$ cat src/rtl/burst_pkg.sv
`timescale 1ns/1ps
package burst_pkg;
  // Strobes passed from the control module to the datapath.
  typedef struct packed {
    logic loadEn;   // capture the external address, beat back to 0
    logic stepEn;   // move to the next beat
  } burstStrobe_t;
endpackage

$ cat src/rtl/burst_ctrl.sv
`timescale 1ns/1ps
module burst_ctrl
  import burst_pkg::*;
(
  input  logic         loadReq,
  input  logic         advN,
  output burstStrobe_t strobes
);
  // A load wins over an advance. The advance input is active low.
  always_comb begin
    strobes.loadEn = loadReq;
    strobes.stepEn = !loadReq && !advN;
  end
endmodule

$ cat src/rtl/burst_dp.sv
`timescale 1ns/1ps
module burst_dp
  import burst_pkg::*;
#(
  parameter int ADDR_W = 17,
  parameter int BEAT_W = 2
) (
  input  logic              clk,
  input  logic              rstN,
  input  burstStrobe_t      strobes,
  input  logic [ADDR_W-1:0] extAddr,
  input  logic              orderLinear,
  output logic [ADDR_W-1:0] addrOut
);
  localparam int UPPER_W = ADDR_W - BEAT_W;

  logic [UPPER_W-1:0] upperQ;
  logic [BEAT_W-1:0]  startQ;
  logic [BEAT_W-1:0]  beatQ;
  logic [BEAT_W-1:0]  lowLinear;
  logic [BEAT_W-1:0]  lowInterleave;

  always_ff @(posedge clk or negedge rstN) begin
    if (!rstN) begin
      upperQ <= '0;
      startQ <= '0;
      beatQ  <= '0;
    end else if (strobes.loadEn) begin
      upperQ <= extAddr[ADDR_W-1:BEAT_W];
      startQ <= extAddr[BEAT_W-1:0];
      beatQ  <= '0;
    end else if (strobes.stepEn) begin
      beatQ  <= beatQ + BEAT_W'(1);   // wraps naturally after the last beat
    end
  end

  // Both orders are formed from the stored offset and beat number, one bit per lane for XOR.
  assign lowLinear = startQ + beatQ;
  for (genvar b = 0; b < BEAT_W; b++) begin : g_xorLane
    assign lowInterleave[b] = startQ[b] ^ beatQ[b];
  end

  always_comb begin
    addrOut[ADDR_W-1:BEAT_W] = upperQ;
    addrOut[BEAT_W-1:0]      = orderLinear ? lowLinear : lowInterleave;
  end
endmodule

$ cat src/rtl/burst_addr_gen.sv
`timescale 1ns/1ps
module burst_addr_gen
  import burst_pkg::*;
#(
  parameter int ADDR_W = 17,
  parameter int BEAT_W = 2
) (
  input  logic              clk,
  input  logic              rstN,
  input  logic              loadReq,
  input  logic              advN,
  input  logic              orderLinear,
  input  logic [ADDR_W-1:0] extAddr,
  output logic [ADDR_W-1:0] addrOut
);
  burstStrobe_t strobes;

  burst_ctrl i_ctrl (
    .loadReq (loadReq),
    .advN    (advN),
    .strobes (strobes)
  );

  burst_dp #(.ADDR_W(ADDR_W), .BEAT_W(BEAT_W)) i_dp (
    .clk         (clk),
    .rstN        (rstN),
    .strobes     (strobes),
    .extAddr     (extAddr),
    .orderLinear (orderLinear),
    .addrOut     (addrOut)
  );
endmodule

$ cat config.mk
export PLATFORM = sky130hd
export DESIGN_NAME = burst_addr_gen
export DESIGN_NICKNAME = d
export VERILOG_FILES = /design/src/rtl/burst_pkg.sv /design/src/rtl/burst_ctrl.sv /design/src/rtl/burst_dp.sv /design/src/rtl/burst_addr_gen.sv
export SDC_FILE = /design/constraint.sdc
export NUM_CORES = 1
export LEC_CHECK = 0
export BUFFER_PORTS_ARGS = -buffer_cell sky130_fd_sc_hd__buf_2
export CORE_ASPECT_RATIO = 1.4
export CORE_MARGIN = 10
export CORE_UTILIZATION = 39
export DETAILED_ROUTE_END_ITERATION = 10
export PLACE_DENSITY_LB_ADDON = 0.12
export SETUP_SLACK_MARGIN = 0.3
export SLEW_MARGIN = 20
export SYNTH_ARGS = -nofsm -noshare
export SYNTH_HDL_FRONTEND = slang
export SYNTH_SLANG_ARGS = --single-unit
$ cat constraint.sdc
create_clock -name clk -period 0.8 [get_ports clk]
set_input_delay 0.08 -clock clk [delete_from_list [all_inputs] [get_ports clk]]
set_output_delay 0.08 -clock clk [all_outputs]
set_load 0.02 [all_outputs]
==> results.sh <==
export IMPL_drt_total_wl_mm=1.94
export IMPL_ys_seq_elements=19
export IMPL_drive_gt1_frac=0.928
export IMPL_finalMaxSlewViolations=0
export IMPL_initial_core_util=0.406
export IMPL_die_h_microns=73.3
export IMPL_rsz0062_at_grt="true"
export IMPL_syn_nets=70
export IMPL_max_vdd_ir_drop_mv=1.20
export IMPL_cp_data_arrival_time_ps=1280
export IMPL_synth_area_sq_um=792
export IMPL_worstMarginPinSlew_ps=423
export IMPL_route_detailed_drc=0
export IMPL_die_area_sq_um=4260
export IMPL_path_depth=3
export IMPL_rr_endpoint="i_dp.beatQ[1]"
export IMPL_cp_buffers_inverters=1
export IMPL_synth_top_area_share=0.600
export IMPL_num_rows=19
export IMPL_finalPower_mw=2.37
export IMPL_cts_htree_levels=1
export IMPL_rrSetupSlack_ps=-150
export IMPL_viasPerCell=4.75
export IMPL_grt_usage=0.0999
export IMPL_nets=121
export IMPL_synth_most_common_cell="dfrtp_1"
export IMPL_slowest_delay_ps=420
export IMPL_final_hold_viol_count=20
export IMPL_gp_congestion=0.665
export IMPL_pwr_share_comb=0.309
export IMPL_post_place_ws_ps=-284
export IMPL_clk_pin_slew_ps=110
export IMPL_ys_types=12
export IMPL_crit_required_ps=720
export IMPL_max_freq_ghz=0.736
export IMPL_diodes=0
export IMPL_numCtsBuffers=3
export IMPL_fillers=148
export IMPL_gr_total_overflow=0
export IMPL_seqPwrFrac=0.483
export IMPL_critPathSlowestCell="dfrtp_1"
export IMPL_die_x_microns=58.1
export IMPL_p_leak_nw=0.624
export IMPL_setup_viol=23
export IMPL_maxCapViolations=0
export IMPL_min_period_ps=1360
export IMPL_synth_avg_cell_area_sq_um=16.9
export IMPL_cp_max_fo=2
export IMPL_synth_top_area_cell="dfrtp_1"
export IMPL_grt_pass1_wl_mm=3.32
export IMPL_cts_tree="done"
export IMPL_drt_iter0_markers=10
export IMPL_finClkSkew_ps=0.286
export IMPL_rr_worst_depth=4
export IMPL_grt_max_degree=20
export IMPL_crit_end="addrOut[1]"
export IMPL_clock_sinks=19
export IMPL_wl_per_cell_microns=16.4
export IMPL_setup_tns_ps=-3510
export IMPL_yosysWarnings=0
export IMPL_async_flop_share=1.00
export IMPL_via_count=561
export IMPL_cp_startpoint="i_dp.beatQ[1]"
export IMPL_io_buffers=38
export IMPL_clkPwrFrac=0.208
export IMPL_synthToLayoutAreaGrowth_pct=64.8
export IMPL_switching_share=0.281
export IMPL_seq_area_frac_synth=0.600
export IMPL_crit_type="reg2out"
export IMPL_synth_top_cells_by_count="19 x dfrtp_1, 9 x mux2_2, 8 x mux2_4"
export IMPL_path_delay_family="XOR/XNOR gates"
export IMPL_coreArea_sq_um=1950
export IMPL_synthTopCellsByArea="dfrtp_1 60%, mux2_4 15%, mux2_2 13%, buf_12 2.5%, xnor2_1 2.2%"
export IMPL_timing_final_crit_share=1.70
export IMPL_hold_ws_ps=-305
export IMPL_power_density_nw_per_um2=1810
export IMPL_path_cells="xor2_2 > xnor2_4 > buf_6"
export IMPL_violations="negative hold slack, negative setup slack"
export IMPL_grt_antenna_before_repair=0
export IMPL_netlist_instances=47
export IMPL_ios=39
export IMPL_ys_flop_type="dfrtp_1"
export IMPL_ant_nets=0
export IMPL_relSlewSlack=0.718
export IMPL_clk_path_buf_depth=2
export IMPL_worstSetupStartpointType="flip-flop"
export IMPL_holdCritPathClass="in2async"
export IMPL_grt_pass1_vias=694
export IMPL_root_buffer="clkbuf_4"
export IMPL_end_kind="output pin"
export IMPL_r2r_start="i_dp.beatQ[1]"
export IMPL_status="finished, violations left"
export IMPL_synth_edf_count=0
export IMPL_dp_hpwl_mm=1.45
export IMPL_p_sw_mw=0.666
export IMPL_setup_slack_ps=-558
export IMPL_dr_pass1_iters=2
export IMPL_clkLatencyLatePin_ps=300
export IMPL_p_int_mw=1.70
-- power groups by stage --
stage	combinational [mW]	sequential, mW	clock (mW)
after floorplan	0.261	1.24	0
after global placement	0.557	1.13	0
after detailed placement	0.566	1.14	0
after CTS	0.740	1.14	0.517
after global routing	0.784	1.16	0.552
final	0.732	1.14	0.492
-- stage by stage --
step,utilization,cells,area (sq um),hold WS [ps]
2_1_floorplan,-,47,865,-216
3_3_place_gp,0.568,110,1110,41.5
3_5_place_dp,0.568,110,1110,46.1
4_1_cts,0.668,118,1300,-291
5_1_grt,0.669,118,1310,-294
6_report,0.669,118,1310,-305
-- cells in the final DEF, fill, tap and decap left out, types with 3 or more instances in the layout --
cell type and instances:
buf_6 22, buf_2 21, dfrtp_2 15, mux2_4 9
buf_4 4, clkbuf_4 3, mux2_2 8, dfrtp_1 4
-- timing repair --
action                     CTS  global route
gates cloned                 0             0
hold endpoints to repair    34            30
pin swaps                    2             1
buffers inserted             4             0
setup endpoints to repair   36            36
gates resized for setup     41             1
-- logic make-up after synthesis --
logic type                 synth area share
xor gates and xnor gates             0.0332
DFF                                   0.600
buffers and inverters                0.0395
adders and majority gates            0.0158
and+or+nand+nor                      0.0316
muxes                                 0.280
-- per-layer routing --
| metal | wire [microns] | vias to the layer above | GRT usage |
|---|---|---|---|
| met5 | 0 | - | 0 |
| met4 | 38 | 0 | 0.0550 |
| met2 | 989 | 29 | 0.169 |
| met1 | 717 | 269 | 0.0940 |
| met3 | 197 | 5 | 0.0534 |
| li1 | - | 258 | - |
-- worst reg2reg max path, stage by stage, from the launching register on --
cell     delay [ps]
dfrtp_1         420
buf_4           150
buf_6           110
xnor2_2         130
nor2_1           50
-- sequential cells by signal, indices dropped and copies added, names as in the netlist --
register,flops
i_dp.upperQ,15
i_dp.beatQ,2
i_dp.startQ,2
-- worst min-delay path by stage --
stage	from	to	slack, ps	depth (start not counted)
2_1_floorplan	rstN	i_dp.beatQ[0]	-220	0
3_3_place_gp	rstN	i_dp.beatQ[1]	40	1
3_5_place_dp	rstN	i_dp.upperQ[2]	50	1
4_1_cts	rstN	i_dp.upperQ[2]	-290	1
5_1_grt	rstN	i_dp.upperQ[2]	-290	1
6_report	rstN	i_dp.upperQ[1]	-300	1
-- area by class of cell --
type                       count  area, sq um  share of cell area
timing repair buffer          48          403               0.309
multi-input combinational     26          355               0.272
clock buffer                   4         26.3              0.0201
tap                           21         26.3              0.0201
sequential                    19          494               0.379
(Power assumes the default switching activity.)
